--- src/rtl/ea_adder.sv ---
module ea_adder #(
  parameter int BASE_W     = 32,
  parameter int OFS_W      = 16,
  parameter bit REGISTERED = 1'b1
) (
  input  logic              clk,
  input  logic              rst,
  input  logic              strobe,
  input  logic [BASE_W-1:0] base,
  input  logic [OFS_W-1:0]  ofs,
  output logic [BASE_W-1:0] addr,
  output logic              range_err,
  output logic [BASE_W-1:0] ofs_wide
);

  localparam int EXT_W = BASE_W - OFS_W;

  logic [BASE_W:0]   sum_full;
  logic [BASE_W-1:0] addr_next;
  logic              err_next;

  assign ofs_wide  = {{EXT_W{ofs[OFS_W-1]}}, ofs};
  assign sum_full  = {1'b0, base} + {1'b0, ofs_wide};
  assign addr_next = sum_full[BASE_W-1:0];
  // carry with a non-negative offset means too large; no carry with a negative one means below zero
  assign err_next  = sum_full[BASE_W] ^ ofs[OFS_W-1];

  generate
    if (REGISTERED) begin : g_reg
      logic [BASE_W-1:0] addr_q;
      logic              err_q;

      always_ff @(posedge clk) begin
        if (rst) begin
          addr_q <= '0;
          err_q  <= 1'b0;
        end else if (strobe) begin
          addr_q <= addr_next;
          err_q  <= err_next;
        end
      end

      assign addr      = addr_q;
      assign range_err = err_q;

      AST_RESET_CLEARS: assert property (@(posedge clk) rst |=> (addr == '0 && !range_err));
      AST_HOLD_IDLE: assert property (@(posedge clk) disable iff (rst)
        !strobe |=> ($stable(addr) && $stable(range_err)));
      AST_CAPTURE: assert property (@(posedge clk) disable iff (rst)
        strobe |=> (addr == $past(base + ofs_wide)));
    end else begin : g_comb
      assign addr      = addr_next;
      assign range_err = err_next;
    end
  endgenerate

  AST_CARRY_HIGH: assert property (@(posedge clk) disable iff (rst)
    (!ofs[OFS_W-1] && err_next) |-> (addr_next < base));
  AST_BORROW_LOW: assert property (@(posedge clk) disable iff (rst)
    (ofs[OFS_W-1] && err_next) |-> (addr_next > base));
  AST_NO_OVERFLOW: assert property (@(posedge clk) disable iff (rst)
    (!ofs[OFS_W-1] && !err_next) |-> (addr_next >= base));
  AST_ZERO_OFS: assert property (@(posedge clk) disable iff (rst)
    (ofs == '0) |-> (addr_next == base && !err_next));

endmodule

--- config.mk ---
export PLATFORM = sky130hd
export DESIGN_NAME = ea_adder
export DESIGN_NICKNAME = d
export VERILOG_FILES = /design/src/rtl/ea_adder.sv
export SDC_FILE = /design/constraint.sdc
export NUM_CORES = 1
export LEC_CHECK = 0
export BUFFER_PORTS_ARGS = -buffer_cell sky130_fd_sc_hd__buf_2
export CORE_UTILIZATION = 53
export CTS_BUF_LIST = sky130_fd_sc_hd__clkbuf_4 sky130_fd_sc_hd__clkbuf_8
export CTS_CLUSTER_DIAMETER = 120
export DETAILED_ROUTE_END_ITERATION = 10
export PLACE_DENSITY = 0.83
export SLEW_MARGIN = 20
export SYNTH_ARGS = -nofsm -noshare
export SYNTH_HDL_FRONTEND = slang
export SYNTH_SLANG_ARGS = --single-unit
--- constraint.sdc ---
create_clock -name clk -period 3.5 [get_ports clk]
set_input_delay 0.35 -clock clk [delete_from_list [all_inputs] [get_ports clk]]
set_output_delay 0.35 -clock clk [all_outputs]
set_load 0.005 [all_outputs]
# Yosys cells after proc, flatten, opt, wreduce, memory -nomap -nowiden
# Index checks and enable logic that the tools add are counted.
[word_totals] reg_bits=33 in_bits=51 out_inout_bits=65 word_cells=4
[op_classes] addsub=1 bitwise_logic=1
[op_table] operator="$add A32 B32 Y33" n=1
[op_table] operator="$xor A1 B1 Y1" n=1

# Longest topological paths before layout
[depth] word_depth=2 mapped_depth=10 mapped_depth_nobuf=10

# Worst setup path after synthesis
# Ideal clock, no wire load.
[synth_timing] path_type="input -> register" start="input port base[0]" end="register g_reg.addr_q[26], in the netlist addr[26]" setup_time_ns=0.095 arrival_ns=2.598 t_required_ns=3.405 path_slack_ns=0.807 path_stages=10 path_buffers=0 path_cell_list="ha_1 > fa_1 > a211oi_1 > o21ai_1 > nor3b_1 > nor3_1 > o21bai_1 > and4_1 > or4_1 > o311ai_1"
[synth_via] elab_chain_cells=1
[synth_lines] item="start: declaration" line_no="9" rtl="input logic [BASE_W-1:0] base,"
[synth_lines] item="$add A32 B32 Y33" line_no="23" rtl="assign sum_full = {1'b0, base} + {1'b0, ofs_wide};"
[synth_lines] item="end signal: assignment" line_no="38" rtl="addr_q <= addr_next;"
[synth_lines] item="end: declaration" line_no="30" rtl="logic [BASE_W-1:0] addr_q;"
# No other way between the ends.
# A chain may end at the register's enable or synchronous reset.

# Worst setup path after layout
# Same ends and word-level chain as after synthesis.

==> flow_summary.yaml <==
yosys:
  yosysSeqAreaShare_pct: 19.4
  yosysTopAreaCell: "dfxtp_1"
  yosysTopAreaCellShare_pct: 19.4
  synth.cell_area_mm2: 0.00341
  syn_inst: 439
  syn_avg_cell_area_um2: 7.76
  yosysMostFrequentCell: "a21oi_1"
  synth_edf_count: 0
  synthTopCellsByArea: "dfxtp_1 19%, ha_1 12%, buf_4 7.1%"
  yosys-top-cells-count: "37 x a21oi_1, 35 x nor2_1, 33 x dfxtp_1"
  synth_fp_nets: 523
  synth-main-ff-cell: "dfxtp_1"
  async_flop_share_pct: 0
  ys_types: 58
  ys_ff_latch: 33
  yosysWarnings: 0
timing:
  setup_viol: 0
  fmax_mhz: 359
  fin_skew_ps: 0
  fin_setup_tns_ps: 0
  drv_slew: 0
  rsz0062_at_grt: "no"
  hold_violations: 0
  slew_headroom_pct: 44.8
  period_minus_slack_ps: 2790
  worst_slew_pin_slew_ps: 828
  fin_crit_sh_pct: 79.6
cts:
  cts.sinks: 33
  cts_tree: "yes"
  ctsLongestPathBuffers: 2
  numCtsBuffers: 5
  cts.repair.resized: 0
  clock-root-buffer: "clkbuf_8"
  postCtsSetupRepairBufs: 0
  htree_levels: 2
  cts_hold_buf: 0
  cts.clk_slew.worst_paths_ps: 70
  clk_latency_ps: 280
global_route:
  grt_pass1_wl_mm: 14.1
  antenna_found_initial: 0
  grt_pass1_vias: 3122
  grt_overflow: 0
  grt_max_degree: 50
  grt_usage_pct: 26.7
finish:
  syn2layout_area_growth_pct: 13.3
  final_area_mm2: 0.00386
  multiInputGateArea_mm2: 0.00235
  n_antenna_cell: 0
  fillers: 552
  finalNetCount: 591
  final-seq-area_um2: 661
  final_util_pct: 63.7
  drive_above_1_share_pct: 27.0
worst_setup_path:
  r2r-end: "addr[28]"
  critical_path.max_fanout: 3
  max_stage_delay_ps: 470
  cp-start-kind: "input port"
  r2r_cells: 3
  cp_num_cells: 11
  slowest_stage: "or4_1"
  worst_setup_path_end_kind: "flip-flop"
  critPathBufInv: 1
  ff2ff_setup_slack_ps: 2460
  crit_arrival_ps: 2960
  critical_path_class: "input port to flip-flop"
  crit_chain: "buf_2, ha_1, fa_1, a211oi_1, o21ai_1, nor3b_1, nor3_1, o21bai_1, and4_1, or4_1, o311ai_1"
  crit_family: "simple AND/OR/NAND/NOR gates"
  crit_required_ps: 3670
  r2r-start: "addr[28]"
place:
  place.gp.congestion: 0.871
  dp_hpwl_mm: 6.68
  place_area_mm2: 0.00376
  port-buffer-count: 115
pwr:
  p_per_area_mw_per_mm2: 342
  leakagePower_nw: 1.89
  ir_worst_vdd_mv: 0.234
min_path:
  holdPathEnd: "addr[0]"
  hp-class: "input port to flip-flop"
  hp-start: "base[0]"
  worstHoldPathCells: 4
run:
  max-cap-violations: 0
drt:
  drt-pass1-iter-count: 4
  vias: 3511
  wl_per_cell_um: 15.1
  drt_wl_total_mm: 8.78
  viasPerCell: 6.02
  drt_first_iter_violations: 236
  drc: 0
  final_antenna_net_count: 0
die:
  coreArea_mm2: 0.00606
  pin_count: 116
  initial_core_util_pct: 56.2
  die_h_um: 82.2
  die_w_um: 82.2
  die-area_mm2: 0.00675
  row_count: 28
outcome:
  status: "finished, final reports clean"
==> worst max path at each step <==
| stage | from | endpoint | slack, ps |
|---|---|---|---|
| 2_1_floorplan | base[0] | addr[26] | 810 |
| 3_3_place_gp | base[0] | addr[26] | 540 |
| 3_5_place_dp | base[0] | addr[26] | 470 |
| 4_1_cts | base[0] | addr[26] | 750 |
| 5_1_grt | base[0] | addr[26] | 560 |
| 6_report | base[0] | addr[26] | 710 |
==> layer usage <==
layer,routed length [um],global-route usage (%)
met1,3790,34.2
met2,4340,45.4
met3,460,4.40
met4,187,8.25
met5,0,0
==> per-stage QoR <==
| stage | power [mW] | setup slack, ps | instances | hold slack, ps |
|---|---|---|---|---|
| after global placement | 0.975 | 543 | 575 | 457 |
| after CTS | 1.32 | 751 | 583 | 458 |
| after floorplan | 0.838 | 807 | 439 | 462 |
| after global routing | 1.41 | 557 | 583 | 458 |
| final | 1.32 | 713 | 583 | 456 |
| after detailed placement | 0.988 | 474 | 575 | 467 |
==> sequential cells by signal, summed over array words and instances (netlist names) <==
signal	count
range_err	1
addr	32
==> area by class of cell <==
cell class	count	share of cell area, %
inverters	16	1.56
clock buffers	7	2.50
clock inverters	1	0.130
flip-flops and latches	33	17.1
well taps	75	2.43
multi-input cells	334	61.0
repair buffers	117	15.3
==> cells by family after synthesis <==
logic type | synth area share [%]
AO/OA/AOI/OAI | 25.7
multiplexers | 4.99
buffers and inverters | 11.5
AND/OR/NAND/NOR | 21.2
adder cells (fa/ha/maj) | 12.3
XOR/XNOR | 4.88
flip-flops | 19.4
==> power by group <==
part / switching (mW) / leakage, nW / total (mW) / internal [mW]
Sequential: 0.0221 / 0.273 / 0.442 / 0.419
Combinational: 0.307 / 1.56 / 0.548 / 0.242
Clock: 0.151 / 0.0542 / 0.329 / 0.178
Total: 0.480 / 1.89 / 1.32 / 0.839
==> placed cells by master (no fill, tap or decap), types with 8 or more instances in the layout <==
| cell | instances |
|---|---|
| a21o_1 | 17 |
| xnor2_1 | 15 |
| o21ai_0 | 15 |
| a21oi_1 | 37 |
| a31oi_1 | 8 |
| nand2_1 | 28 |
| inv_1 | 16 |
| a211oi_1 | 8 |
| nand4_1 | 10 |
| buf_2 | 115 |
| ha_1 | 32 |
| dfxtp_1 | 33 |
| nor2_1 | 35 |
| nand3_1 | 10 |
| mux2i_1 | 17 |
==> worst register-to-register path: cells and delay by family (launching register included) <==
family,cells,cell delay (ps)
AO/OA/AOI/OAI,1,120
AND/OR/NAND/NOR,2,530
flip-flops,1,340
(Power assumes the default switching activity.)
